--- config.mk ---
export PLATFORM = sky130hd
export DESIGN_NAME = aos_ldst_unit
export DESIGN_NICKNAME = d
export VERILOG_FILES = /design/src/rtl/aos_pkg.sv /design/src/rtl/aos_lane_unpack.sv /design/src/rtl/aos_lane_pack.sv /design/src/rtl/aos_base_ptr.sv /design/src/rtl/aos_ldst_unit.sv
export SDC_FILE = /design/constraint.sdc
export NUM_CORES = 1
export LEC_CHECK = 0
export BUFFER_PORTS_ARGS = -buffer_cell sky130_fd_sc_hd__buf_2
export CAP_MARGIN = 20
export CORE_AREA = 8 8 331 333
export DETAILED_ROUTE_END_ITERATION = 8
export DIE_AREA = 0 0 339 341
export PLACE_DENSITY = 0.4
export SLEW_MARGIN = 20
export SYNTH_ARGS = -nofsm -noshare
export SYNTH_HDL_FRONTEND = slang
export SYNTH_SLANG_ARGS = --single-unit
--- constraint.sdc ---
create_clock -name clk -period 5.25 [get_ports clk]
set_clock_uncertainty 0.15 [all_clocks]
set_input_delay 0.525 -clock clk [delete_from_list [all_inputs] [get_ports clk]]
set_output_delay 0.525 -clock clk [all_outputs]
set_load 0.02 [all_outputs]
--- src/rtl/aos_pkg.sv ---
package aos_pkg;
   typedef enum logic [1:0] {
      ST_IDLE = 2'd0,
      ST_REQ  = 2'd1,
      ST_RESP = 2'd2,
      ST_FIN  = 2'd3
   } aos_state_t;

   function automatic int unsigned aos_bus_bits(int unsigned fw, int unsigned lanes,
                                                int unsigned nf);
      return fw * lanes * nf;
   endfunction
endpackage

--- src/rtl/aos_lane_unpack.sv ---
module aos_lane_unpack #(
   parameter int unsigned FIELD_W = 16,
   parameter int unsigned LANES   = 4,
   parameter int unsigned NFIELDS = 3,
   localparam int unsigned XW     = FIELD_W * LANES * NFIELDS
) (
   input  logic [XW-1:0] mem_bus,
   output logic [XW-1:0] reg_bus
);
   for (genvar f = 0; f < NFIELDS; f++) begin : g_field
      for (genvar k = 0; k < LANES; k++) begin : g_lane
         assign reg_bus[(f*LANES + k)*FIELD_W +: FIELD_W] =
            mem_bus[(k*NFIELDS + f)*FIELD_W +: FIELD_W];
      end
   end
endmodule

--- src/rtl/aos_lane_pack.sv ---
module aos_lane_pack #(
   parameter int unsigned FIELD_W = 16,
   parameter int unsigned LANES   = 4,
   parameter int unsigned NFIELDS = 3,
   localparam int unsigned XW     = FIELD_W * LANES * NFIELDS
) (
   input  logic [XW-1:0] reg_bus,
   output logic [XW-1:0] mem_bus
);
   for (genvar k = 0; k < LANES; k++) begin : g_rec
      for (genvar f = 0; f < NFIELDS; f++) begin : g_fld
         assign mem_bus[(k*NFIELDS + f)*FIELD_W +: FIELD_W] =
            reg_bus[(f*LANES + k)*FIELD_W +: FIELD_W];
      end
   end
endmodule

--- src/rtl/aos_base_ptr.sv ---
module aos_base_ptr #(
   parameter int unsigned ADDR_W = 32,
   parameter int unsigned STEP   = 24
) (
   input  logic              clk,
   input  logic              rst_n,
   input  logic              set_en,
   input  logic [ADDR_W-1:0] set_val,
   input  logic              bump,
   output logic [ADDR_W-1:0] q
);
   localparam logic [ADDR_W-1:0] STEP_V = ADDR_W'(STEP);

   always_ff @(posedge clk) begin
      if (!rst_n)      q <= '0;
      else if (set_en) q <= set_val;
      else if (bump)   q <= q + STEP_V;
   end

   AST_PTR_STEP: assert property (@(posedge clk) disable iff (!rst_n)
      (bump && !set_en) |=> (q == $past(q) + STEP_V));
   AST_PTR_KEEP: assert property (@(posedge clk) disable iff (!rst_n)
      (!bump && !set_en) |=> $stable(q));
endmodule

--- src/rtl/aos_ldst_unit.sv ---
module aos_ldst_unit
   import aos_pkg::*;
#(
   parameter int unsigned FIELD_W = 16,
   parameter int unsigned LANES   = 4,
   parameter int unsigned NFIELDS = 3,
   parameter int unsigned ADDR_W  = 32,
   localparam int unsigned XW     = FIELD_W * LANES * NFIELDS,
   localparam int unsigned XBYTES = XW / 8
) (
   input  logic              clk,
   input  logic              rst_n,
   input  logic              cmd_valid,
   output logic              cmd_ready,
   input  logic              cmd_store,
   input  logic              cmd_wb,
   input  logic              ptr_set,
   input  logic [ADDR_W-1:0] ptr_set_val,
   output logic [ADDR_W-1:0] base_ptr,
   input  logic [XW-1:0]     reg_rdata,
   output logic              reg_we,
   output logic [XW-1:0]     reg_wdata,
   output logic              done,
   output logic              mem_valid,
   input  logic              mem_ready,
   output logic              mem_write,
   output logic [ADDR_W-1:0] mem_addr,
   output logic [XW-1:0]     mem_wdata,
   input  logic              mem_rvalid,
   input  logic [XW-1:0]     mem_rdata
);
   if (FIELD_W % 8 != 0) begin : g_bad_field
      $error("FIELD_W must be a whole number of bytes");
   end
   if (LANES < 1 || NFIELDS < 1) begin : g_bad_shape
      $error("LANES and NFIELDS must be at least 1");
   end
   if (aos_bus_bits(FIELD_W, LANES, NFIELDS) != XW) begin : g_bad_bus
      $error("bus width mismatch");
   end

   aos_state_t        state_q, state_d;
   logic              op_store_q, op_wb_q;
   logic [ADDR_W-1:0] addr_q;
   logic [XW-1:0]     wdata_q, rdata_q;
   logic [XW-1:0]     packed_w, unpacked_w;
   logic              accept;

   assign accept = (state_q == ST_IDLE) && cmd_valid;

   aos_lane_pack #(.FIELD_W(FIELD_W), .LANES(LANES), .NFIELDS(NFIELDS)) u_pack (
      .reg_bus (reg_rdata),
      .mem_bus (packed_w)
   );

   aos_lane_unpack #(.FIELD_W(FIELD_W), .LANES(LANES), .NFIELDS(NFIELDS)) u_unpack (
      .mem_bus (mem_rdata),
      .reg_bus (unpacked_w)
   );

   aos_base_ptr #(.ADDR_W(ADDR_W), .STEP(XBYTES)) u_ptr (
      .clk     (clk),
      .rst_n   (rst_n),
      .set_en  (ptr_set && (state_q == ST_IDLE)),
      .set_val (ptr_set_val),
      .bump    ((state_q == ST_FIN) && op_wb_q),
      .q       (base_ptr)
   );

   always_comb begin
      state_d = state_q;
      unique case (state_q)
         ST_IDLE: if (cmd_valid)  state_d = ST_REQ;
         ST_REQ:  if (mem_ready)  state_d = op_store_q ? ST_FIN : ST_RESP;
         ST_RESP: if (mem_rvalid) state_d = ST_FIN;
         ST_FIN:                  state_d = ST_IDLE;
         default:                 state_d = ST_IDLE;
      endcase
   end

   always_ff @(posedge clk) begin
      if (!rst_n) begin
         state_q    <= ST_IDLE;
         op_store_q <= 1'b0;
         op_wb_q    <= 1'b0;
         addr_q     <= '0;
         wdata_q    <= '0;
         rdata_q    <= '0;
      end else begin
         state_q <= state_d;
         if (accept) begin
            op_store_q <= cmd_store;
            op_wb_q    <= cmd_wb;
            addr_q     <= base_ptr;
            wdata_q    <= packed_w;
         end
         if ((state_q == ST_RESP) && mem_rvalid) rdata_q <= unpacked_w;
      end
   end

   assign cmd_ready = (state_q == ST_IDLE);
   assign mem_valid = (state_q == ST_REQ);
   assign mem_write = op_store_q;
   assign mem_addr  = addr_q;
   assign mem_wdata = wdata_q;
   assign done      = (state_q == ST_FIN);
   assign reg_we    = (state_q == ST_FIN) && !op_store_q;
   assign reg_wdata = rdata_q;

   AST_DONE_PULSE: assert property (@(posedge clk) disable iff (!rst_n)
      done |=> !done);
   AST_WE_WITH_DONE: assert property (@(posedge clk) disable iff (!rst_n)
      reg_we |-> (done && !mem_write));
   AST_BUSY_NO_ACCEPT: assert property (@(posedge clk) disable iff (!rst_n)
      (mem_valid || done) |-> !cmd_ready);
   AST_REQ_HOLD: assert property (@(posedge clk) disable iff (!rst_n)
      (mem_valid && !mem_ready) |=> (mem_valid && $stable(mem_addr)
                                     && $stable(mem_wdata) && $stable(mem_write)));
   AST_ONE_XFER: assert property (@(posedge clk) disable iff (!rst_n)
      (mem_valid && mem_ready) |=> !mem_valid);
   AST_REQ_AFTER_ACCEPT: assert property (@(posedge clk) disable iff (!rst_n)
      (cmd_ready && cmd_valid) |=> (mem_valid && mem_addr == $past(base_ptr)));
endmodule

==> results of run 1 <==
-- final cells by class --
class | count | area, sq um | share of cell area [%]
flip-flops and latches | 452 | 9050 | 33.1
repair buffers | 1261 | 8300 | 30.4
multi-input cells | 1435 | 6390 | 23.4
well taps | 1391 | 1740 | 6.37
clock buffers | 88 | 1690 | 6.19
clock inverters | 10 | 82.6 | 0.302
inverters | 16 | 67.6 | 0.247
diodes | 5 | 12.5 | 0.0458
-- worst paths after layout --
kind                                                    end  slack [ns]
worst max-delay path             mem_wdata[95]$_SDFFE_PN0P_        2.65
worst min-delay path            mem_wdata[100]$_SDFFE_PN0P_        0.07
worst max register to register   mem_wdata[95]$_SDFFE_PN0P_        2.65
worst min register to register   mem_wdata[35]$_SDFFE_PN0P_        0.30
-- per-layer routing --
metal | global-route usage [%] | part of all wire (%)
met1 | 14.6 | 41
met2 | 21.5 | 48
met3 | 4.16 | 7.3
met4 | 5.10 | 3.5
met5 | 0 | 0.011
-- tightest hold or removal path, cell delays in order --
cell	delay, ns
sky130_fd_sc_hd__buf_2	0.13
sky130_fd_sc_hd__nand2_1	0.06
sky130_fd_sc_hd__a21oi_1	0.05
-- where the power goes --
part / total, W / switching (W) / leakage, nW / internal (W)
Combinational: 0.00352 / 0.00237 / 7.30 / 0.00115
Sequential: 0.00436 / 0.000374 / 3.68 / 0.00398
Clock: 0.00376 / 0.00152 / 0.879 / 0.00224
-- cells in the final DEF (no fill, tap or decap), types with 2 or more instances in the layout --
master                          synthesis  final
sky130_fd_sc_hd__buf_2                  3    876
sky130_fd_sc_hd__nand2_1              856    853
sky130_fd_sc_hd__dfxtp_1              452    452
sky130_fd_sc_hd__a21oi_1              429    429
sky130_fd_sc_hd__dlygate4sd3_1          0    369
sky130_fd_sc_hd__clkbuf_16              0     57
sky130_fd_sc_hd__o21ai_0               29     29
sky130_fd_sc_hd__clkbuf_1             136     16
sky130_fd_sc_hd__inv_1                 15     15
sky130_fd_sc_hd__clkbuf_8               0     15
sky130_fd_sc_hd__nor2_1                12     12
sky130_fd_sc_hd__a211oi_1              11     11
sky130_fd_sc_hd__a31oi_1               10     10
sky130_fd_sc_hd__xnor2_1               10     10
sky130_fd_sc_hd__nand3_1                9      9
sky130_fd_sc_hd__nor3_1                 9      9
sky130_fd_sc_hd__nor4_1                 8      8
sky130_fd_sc_hd__buf_12                 0      8
sky130_fd_sc_hd__buf_4                  0      8
sky130_fd_sc_hd__and4_1                 7      7
sky130_fd_sc_hd__or3_1                  7      7
sky130_fd_sc_hd__clkinv_2               0      7
sky130_fd_sc_hd__or4_1                  6      6
sky130_fd_sc_hd__diode_2                0      5
sky130_fd_sc_hd__ha_1                   5      5
sky130_fd_sc_hd__nand4_1                4      4
sky130_fd_sc_hd__o31ai_1                3      3
sky130_fd_sc_hd__a311oi_1               3      3
sky130_fd_sc_hd__and2_4                 0      2
sky130_fd_sc_hd__nand2_4                0      2
-- through the flow --
| stage | total power (W) | instance area, sq um | util [%] | cells |
|---|---|---|---|---|
| final | 0.0116 | 27300 | 26.2 | 4658 |
| after global placement | 0.00778 | 21800 | 20.9 | 4186 |
| after global routing | 0.0123 | 27300 | 26.2 | 4656 |
| after detailed placement | 0.00779 | 21800 | 20.9 | 4186 |
| after CTS | 0.0119 | 27300 | 26.2 | 4653 |
| after floorplan | 0.00635 | 16100 | - | 2056 |
-- what timing repair did --
item                      in CTS  in global routing
hold buffers                 369                  0
hold endpoints to repair     369                  0
resized for setup              0                  0
-- state kept, by name, indices dropped and copies added, names as in the netlist --
| name | flops |
|---|---|
| mem_wdata | 192 |
| reg_wdata | 192 |
| mem_addr | 32 |
| u_ptr.q | 32 |
| state_q | 2 |
| mem_write | 1 |
| op_wb_q | 1 |
-- cells by family after synthesis --
kind of cell,after synthesis,synth area share (%)
muxes,1,0.0624
DFF,452,56.4
adders and majority gates,5,0.390
and+or+nand+nor,929,22.8
buffers and inverters,169,3.98
xor gates and xnor gates,10,0.546
AOI/OAI and AO/OA,490,15.8
==> out/metrics.yaml, run 1 <==
number_of_buffers_inserted_during_clock_tree_synthesis: 56
synth_nets: 2485
synth_common_cells: "sky130_fd_sc_hd__nand2_1, sky130_fd_sc_hd__dfxtp_1, sky130_fd_sc_hd__a21oi_1"
routed_wire_length_per_instance_um: 16.8
cts-htree-levels: 2
rr_startpoint: "state_q[1]$_SDFFE_PN0P_"
critPathArrivalTime_ns: 2.98
setup-violations-final: 0
holdCritStartpoint: "reg_rdata[36]"
cp_num_cells: 6
leakagePower_nw: 11.9
post_synthesis_cell_area_sq_um: 16100
worst_hold_path_type: "primary input to register"
critical-path-slowest-cell: "sky130_fd_sc_hd__nand2_4"
max_cap_viol_count: 0
worstHoldPathCells: 3
drv_slew: 0
postSynthAreaPerCell_sq_um: 7.81
status: "completed"
timing.slew.headroom_pct: 28.8
dp_hpwl_um: 57100
worst_hold_slack_ns: 0.0721
required_ns: 5.63
clock-sinks: 452
pre_antenna_drt_iters: 5
globalplace.congestion: 0.803
boundaryPins: 877
drt-total-wl_um: 78400
floorplan.die_area_sq_um: 116000
synth_sequential_area_ratio_pct: 56.4
ys_async_sr_fraction_pct: 0
grt_antenna_before_repair: 7
achievable-frequency_mhz: 384
setup_slack_ns: 2.65
n_fill_cell: 11600
die_h_um: 341
synth_flop_cell: "sky130_fd_sc_hd__dfxtp_1"
buffer_ports.inserted: 876
final_worst_path_period_need_ns: 2.60
die_w_um: 339
timing.critical_path.slowest_cell_delay_ns: 0.62
final.period_utilization_pct: 49.6
post-route-drc-count: 0
cts.reportedPaths.clkPinSlew_ns: 0.06
std_cell_rows: 119
first_iter_violations: 827
placeableCoreArea_sq_um: 104000
critical-path-top-delay-family: "simple AND/OR/NAND/NOR gates"
power.density_cell_area_nw_per_um2: 426
cts.repair_timing.setup_buffer_count: 0
clkLatencyLatePin_ns: 0.61
cp-startpoint: "state_q[1]$_SDFFE_PN0P_"
cts.root.buffer_cell: "sky130_fd_sc_hd__clkbuf_16"
path_buf_inv: 2
synth_enable_flop_cells: 0
global_route.usage.total_pct: 12.6
initial_utilization_pct: 15.4
worst-setup-path-type: "register to register"
end_kind: "register"
fraction_of_final_layout_cells_sized_beyond_drive_strength_1_pct: 30.2
synthesis.yosys.warnings: 0
worstMarginPinSlew_ns: 1.06
number_of_global_route_vias_before_repair: 18500
cp_cell_sequence: "inv_1 > ha_1 > nand2_4 > buf_12 > nand2_1 > a21oi_1"
cts_tree: "yes"
synth_most_common_cell: "sky130_fd_sc_hd__nand2_1"
post_synth_top_area_share_pct: 56.4
via_per_inst: 3.89
synthToLayoutAreaGrowth_pct: 70.3
detail-route-antenna-nets: 0
global_route.overflow_total: 0
hold_viol: 0
clockBufferDepth: 3
worstRegToRegCells: 6
grt_pass1_wl_um: 116000
pin_count_of_the_biggest_net_entering_global_routing: 167
yosysUniqueCellTypes: 39
synth_area_leader_cell: "sky130_fd_sc_hd__dfxtp_1"
netlist_top_cells_area: "sky130_fd_sc_hd__dfxtp_1, sky130_fd_sc_hd__nand2_1, sky130_fd_sc_hd__a21oi_1"
vias: 18100
crit_fanout: 110
vdd_ir_drop_max_uv: 238
unrepaired_setup_endpoints_after_global_routing: "no"
timing.setup.tns_ns: 0
synth.ff_latch_count: 452
worst_setup_slack_post_dpl_ns: 2.67
crit_path_start_kind: "register"
fin_nets: 3651
syn_inst: 2056
No activity file was read; power rests on OpenSTA's default activity.
==> run 2, diff against run 1 <==
==> constraint.sdc (replaced) <==
create_clock -name clk -period 2.6 [get_ports clk]
set_clock_uncertainty 0.15 [all_clocks]
set_input_delay 0.26 -clock clk [delete_from_list [all_inputs] [get_ports clk]]
set_output_delay 0.26 -clock clk [all_outputs]
set_load 0.02 [all_outputs]
==> run 2 against run 1 <==
Net effect:
- cell count increased by 2.9%
- critical path depth up 1
- via count increased by 3.0%
- critical path type unchanged
==> out/metrics.yaml, run 2 (same netlist as run 1, synthesis figures left out) <==
p_sw_w: 0.00888
cts.root.buffer_cell: "sky130_fd_sc_hd__clkbuf_16"
vias: 18700
cts.reportedPaths.clkPinSlew_ns: 0.06
post-route-drc-count: 0
worst-setup-path-type: "register to register"
global_route.overflow_total: 0
critPathArrivalTime_ns: 2.80
n_fill_cell: 11500
unrepaired_setup_endpoints_after_global_routing: "no"
pre_antenna_drt_iters: 4
die_h_um: 341
drv_slew: 0
fraction_of_final_layout_cells_sized_beyond_drive_strength_1_pct: 30.9
grt_antenna_before_repair: 5
via_per_inst: 3.90
buffer_ports.inserted: 876
first_iter_violations: 677
clockBufferDepth: 3
hold_viol: 0
leakagePower_nw: 12.6
dp_hpwl_um: 60300
clkLatencyLatePin_ns: 0.62
cts-htree-levels: 2
max_cap_viol_count: 0
clock_power_share_pct: 33.9
globalplace.congestion: 0.799
floorplan.die_area_sq_um: 116000
sw_frac_of_total_pct: 35.6
final.period_utilization_pct: 93.0
crit_fanout: 55
grt_pass1_wl_um: 120000
worstMarginPinSlew_ns: 0.479
power.density_cell_area_nw_per_um2: 865
die_w_um: 339
number_of_buffers_inserted_during_clock_tree_synthesis: 57
pin_count_of_the_biggest_net_entering_global_routing: 82
stdcell_area_sq_um: 28900
drt-total-wl_um: 80300
std_cell_rows: 119
worst_hold_path_type: "primary input to register"
initial_utilization_pct: 15.4
setup-violations-final: 0
achievable-frequency_mhz: 414
dp.cells: 4244
clock-sinks: 452
timing.slew.headroom_pct: 68.0
final_common_cell: "sky130_fd_sc_hd__buf_2"
boundaryPins: 877
status: "completed"
final_worst_path_period_need_ns: 2.42
placeableCoreArea_sq_um: 104000
end_kind: "register"
global_route.usage.total_pct: 13.0
detail-route-antenna-nets: 0
crit_path_start_kind: "register"
p_int_w: 0.0161
seq_power_share_pct: 35.2
final_cell_mix: "sky130_fd_sc_hd__buf_2, sky130_fd_sc_hd__nand2_1, sky130_fd_sc_hd__dfxtp_1"
p_comb_share_pct: 30.9
routed_wire_length_per_instance_um: 16.7
cts.repair_timing.setup_buffer_count: 0
vdd_ir_drop_max_uv: 492
synthToLayoutAreaGrowth_pct: 79.9
number_of_global_route_vias_before_repair: 19300
postPlaceCellArea_sq_um: 22400
timing.setup.tns_ns: 0
required_ns: 2.98
final_cells: 4794
cts_tree: "yes"
fin_nets: 3783
-- run 2: repair_timing --
action,CTS,global route
hold buffers,442,0
gates resized for setup,0,1
hold endpoints to repair,419,0
setup endpoints to repair,0,3
-- run 2: metal layers --
metal	wire, um	GRT usage (%)	share of wire [%]	up-vias
li1	-	-	-	9321
met1	32600	15.0	41	8607
met2	39000	22.3	49	608
met3	5910	4.50	7.4	142
met4	2750	4.77	3.4	0
met5	0	0	0	-
-- run 2: final timing paths --
path	from	endpoint	slack, ns	depth (start not counted)
setup / recovery	state_q[1]$_SDFFE_PN0P_	u_ptr.q[26]$_SDFFE_PN0P_	0.18	7
hold / removal	rst_n	u_ptr.q[15]$_SDFFE_PN0P_	0.06	3
setup reg to reg	state_q[1]$_SDFFE_PN0P_	u_ptr.q[26]$_SDFFE_PN0P_	0.18	7
hold reg to reg	reg_wdata[166]$_SDFFE_PN0P_	reg_wdata[166]$_SDFFE_PN0P_	0.30	2
-- run 2: critical path: stages, from the launching register on --
cell and delay, ns:
sky130_fd_sc_hd__dfxtp_1 0.40, sky130_fd_sc_hd__inv_1 0.09, sky130_fd_sc_hd__ha_1 0.33, sky130_fd_sc_hd__nand2_2 0.19, sky130_fd_sc_hd__buf_12 0.23, sky130_fd_sc_hd__o21ai_0 0.13
sky130_fd_sc_hd__dlygate4sd3_1 0.60, sky130_fd_sc_hd__a211oi_1 0.16
-- run 2: through the flow --
| step | setup slack, ns | hold slack [ns] | utilization, % | power (W) |
|---|---|---|---|---|
| final | 0.183 | 0.0627 | 27.7 | 0.0250 |
| after detailed placement | 0.277 | 0.293 | 21.5 | 0.0162 |
| after floorplan | 0.200 | 0.246 | - | 0.0128 |
| after CTS | 0.0716 | 0.0154 | 27.6 | 0.0254 |
| after global placement | 0.256 | 0.289 | 21.5 | 0.0162 |
| after global routing | 0.00165 | 0.0485 | 27.7 | 0.0264 |
-- run 2: area by class of cell --
cell class	instances	area [sq um]	share of cell area, %
multi-input cells	1435	6390	22.1
diodes	5	12.5	0.0433
clock buffers	85	1690	5.87
well taps	1391	1740	6.03
inverters	16	67.6	0.234
clock inverters	18	307	1.06
repair buffers	1392	9610	33.3
flip-flops and latches	452	9050	31.3
-- run 2: power groups by stage --
| stage | clock, W | combinational [W] | sequential [W] |
|---|---|---|---|
| floorplan | 0 | 0.00270 | 0.0101 |
| global placement | 0 | 0.00727 | 0.00889 |
| detailed placement | 0 | 0.00723 | 0.00893 |
| CTS | 0.00880 | 0.00786 | 0.00879 |
| global route | 0.00906 | 0.00843 | 0.00893 |
| finish | 0.00846 | 0.00772 | 0.00878 |
==> run 3, diff against run 2 <==
--- a/config.mk
+++ b/config.mk
@@ -5,12 +5,13 @@
 export SDC_FILE = /design/constraint.sdc
 export NUM_CORES = 1
 export LEC_CHECK = 0
+export ABC_AREA = 1
 export BUFFER_PORTS_ARGS = -buffer_cell sky130_fd_sc_hd__buf_2
 export CAP_MARGIN = 20
-export CORE_AREA = 8 8 331 333
+export CORE_AREA = 8 8 332 334
 export DETAILED_ROUTE_END_ITERATION = 8
-export DIE_AREA = 0 0 339 341
-export PLACE_DENSITY = 0.4
+export DIE_AREA = 0 0 340 342
+export PLACE_DENSITY = 0.42
 export SLEW_MARGIN = 20
 export SYNTH_ARGS = -nofsm -noshare
 export SYNTH_HDL_FRONTEND = slang
==> constraint.sdc (replaced) <==
create_clock -name clk -period 2 [get_ports clk]
set_clock_uncertainty 0.15 [all_clocks]
set_input_delay 0.2 -clock clk [delete_from_list [all_inputs] [get_ports clk]]
set_output_delay 0.2 -clock clk [all_outputs]
set_load 0.02 [all_outputs]
==> run 3 against run 2 <==
Net effect:
- non-clock buffer count down 6
- via count up 3.4%
- cell count rose by 3.1%
- critical path depth fell by 2
- register-to-register slack got worse by 0.08 ns
- setup slack got worse by 0.11 ns
- synthesized cell count is 7.2% higher
- total power increased by 45%
- clock power is 28% higher
==> out/metrics.yaml, run 3 <==
post_synthesis_cell_area_sq_um: 16600
number_of_buffers_inserted_during_clock_tree_synthesis: 57
timing.slew.headroom_pct: 70.3
synthToLayoutAreaGrowth_pct: 76.9
die_w_um: 340
drt-total-wl_um: 89100
grt_antenna_before_repair: 24
global_route.overflow_total: 0
required_ns: 1.65
fin_nets: 3926
unrepaired_setup_endpoints_after_global_routing: "yes"
synth_flop_cell: "sky130_fd_sc_hd__dfxtp_1"
post-route-drc-count: 0
ys_async_sr_fraction_pct: 0
buffer_ports.inserted: 876
pin_count_of_the_biggest_net_entering_global_routing: 109
syn_inst: 2205
via_per_inst: 3.91
placeableCoreArea_sq_um: 105000
critPathArrivalTime_ns: 1.58
synthesis.yosys.warnings: 0
regToRegSetupSlack_ns: 0.10
global_route.usage.total_pct: 14.5
cts-htree-levels: 2
setup_slack_ns: 0.0679
status: "completed"
clkLatencyLatePin_ns: 0.62
cts.repair_timing.setup_buffer_count: 0
final.period_utilization_pct: 96.6
globalplace.congestion: 0.813
initial_utilization_pct: 15.8
worst_hold_slack_ns: 0.126
number_of_global_route_vias_before_repair: 19800
worst_setup_slack_post_dpl_ns: 0.146
detail-route-antenna-nets: 0
worstHoldPathCells: 5
die_h_um: 342
final_cell_mix: "sky130_fd_sc_hd__buf_2, sky130_fd_sc_hd__nor2_1, sky130_fd_sc_hd__dfxtp_1"
clockBufferDepth: 3
cts.root.buffer_cell: "sky130_fd_sc_hd__clkbuf_16"
routed_wire_length_per_instance_um: 18.0
end_kind: "output port"
fraction_of_final_layout_cells_sized_beyond_drive_strength_1_pct: 30.8
boundaryPins: 877
vias: 19300
final_common_cell: "sky130_fd_sc_hd__buf_2"
vdd_ir_drop_max_uv: 906
floorplan.die_area_sq_um: 116000
synth_area_leader_cell: "sky130_fd_sc_hd__dfxtp_1"
crit_path_start_kind: "register"
crit_fanout: 4
std_cell_rows: 119
hold_viol: 0
postSynthAreaPerCell_sq_um: 7.51
synth_most_common_cell: "sky130_fd_sc_hd__nor2_1"
first_iter_violations: 771
grt_pass1_wl_um: 130000
holdCritStartpoint: "ptr_set"
achievable-frequency_mhz: 518
worstRegToRegCells: 7
regToRegEndpoint: "mem_wdata[4]$_SDFFE_PN0P_"
cp-startpoint: "state_q[0]$_SDFFE_PN0P_"
leakagePower_nw: 13.4
max_cap_viol_count: 0
drv_slew: 0
cts.reportedPaths.clkPinSlew_ns: 0.07
pre_antenna_drt_iters: 5
post_synth_top_area_share_pct: 54.6
dp_hpwl_um: 68700
synth.ff_latch_count: 452
power.density_cell_area_nw_per_um2: 1240
cts_tree: "yes"
synth_enable_flop_cells: 0
rr_startpoint: "state_q[1]$_SDFFE_PN0P_"
final_worst_path_period_need_ns: 1.93
worst_hold_path_type: "primary input to register"
setup-violations-final: 0
synth_nets: 2634
worst-setup-path-type: "register to output port"
clock-sinks: 452
synth_sequential_area_ratio_pct: 54.6
netlist_top_cells_area: "sky130_fd_sc_hd__dfxtp_1, sky130_fd_sc_hd__nor2_1, sky130_fd_sc_hd__o21ai_0"
yosysUniqueCellTypes: 35
worstMarginPinSlew_ns: 0.445
synth_common_cells: "sky130_fd_sc_hd__nor2_1, sky130_fd_sc_hd__dfxtp_1, sky130_fd_sc_hd__o21ai_0"
timing.hold.worst_endpoint: "u_ptr.q[3]$_SDFFE_PN0P_"
-- run 3: cell types whose count changed after synthesis, moves of 9 or more --
cell / before / now
sky130_fd_sc_hd__nor2_1: 12 / 852
sky130_fd_sc_hd__nand3_1: 9 / 36
sky130_fd_sc_hd__nand2_1: 856 / 122
sky130_fd_sc_hd__o21ai_0: 29 / 442
sky130_fd_sc_hd__a21oi_1: 429 / 34
sky130_fd_sc_hd__a211oi_1: 11 / 1
sky130_fd_sc_hd__buf_2: 3 / 33
sky130_fd_sc_hd__inv_1: 15 / 48
sky130_fd_sc_hd__xnor2_1: 10 / 1
sky130_fd_sc_hd__clkbuf_1: 136 / 108
-- run 3: layout make-up --
cell class / instances / area (sq um)
Fill cell: 11500 / 75400
Timing Repair Buffer: 1386 / 9580
Sequential cell: 452 / 9050
Multi-Input combinational cell: 1548 / 6720
Tap cell: 1391 / 1740
Clock buffer: 83 / 1710
Clock inverter: 22 / 256
Inverter: 52 / 208
Antenna cell: 11 / 27.5
-- run 3: per-layer routing --
layer,part of all wire [%],global-route usage (%)
met1,40,16.9
met2,48,24.3
met3,9.6,6.11
met4,2.4,3.84
met5,0.035,0
-- run 3: worst max-delay path, cell delays in order, from the launching register on --
cell and delay [ns]:
sky130_fd_sc_hd__dfxtp_4 0.37, sky130_fd_sc_hd__ha_4 0.14, sky130_fd_sc_hd__buf_6 0.11, sky130_fd_sc_hd__inv_1 0.06
sky130_fd_sc_hd__nor2_4 0.14, sky130_fd_sc_hd__buf_6 0.14
-- run 3: what timing repair did --
action	in CTS	in global routing
resized for setup	12	6
pin swaps	1	0
hold endpoints to repair	437	0
endpoints found under the setup margin	2	11
hold buffers	423	0
-- run 3: how the worst max path moves through the flow --
stage	endpoint	depth (start not counted)
4_1_cts	cmd_ready	4
6_report	reg_we	5
2_1_floorplan	u_ptr.q[15]$_SDFFE_PN0P_	7
3_5_place_dp	mem_wdata[124]$_SDFFE_PN0P_	8
5_1_grt	reg_we	5
3_3_place_gp	mem_wdata[155]$_SDFFE_PN0P_	7
-- run 3: kinds of logic (layout without fill, tap and decap cells) --
kind of cell / Yosys count / after routing / synth area share [%]
compound gates: 495 / 495 / 15.2
xor+xnor: 2 / 2 / 0.106
fa+ha+maj: 5 / 5 / 0.378
buf+inv: 205 / 1543 / 5.01
flops: 452 / 452 / 54.6
other cells: 0 / 11 / 0
simple gates: 1046 / 1046 / 24.6
-- run 3: stage by stage --
stage | TNS, ns | area (sq um) | power (W) | utilization [%] | std cells
final | 0 | 29300 | 0.0363 | 28.0 | 4945
after floorplan | 0 | 16600 | 0.0195 | - | 2205
after global placement | 0 | 23000 | 0.0251 | 22.0 | 4406
after CTS | 0 | 29300 | 0.0369 | 27.9 | 4934
after global routing | -0.0497 | 29300 | 0.0387 | 28.0 | 4942
after detailed placement | 0 | 23000 | 0.0251 | 22.0 | 4406
-- run 3: power breakdown --
part	leakage [nW]	switching [W]	internal (W)
logic	8.71	0.00857	0.00463
clock network	0.974	0.00426	0.00654
registers	3.71	0.00116	0.0111
total	13.4	0.0140	0.0223
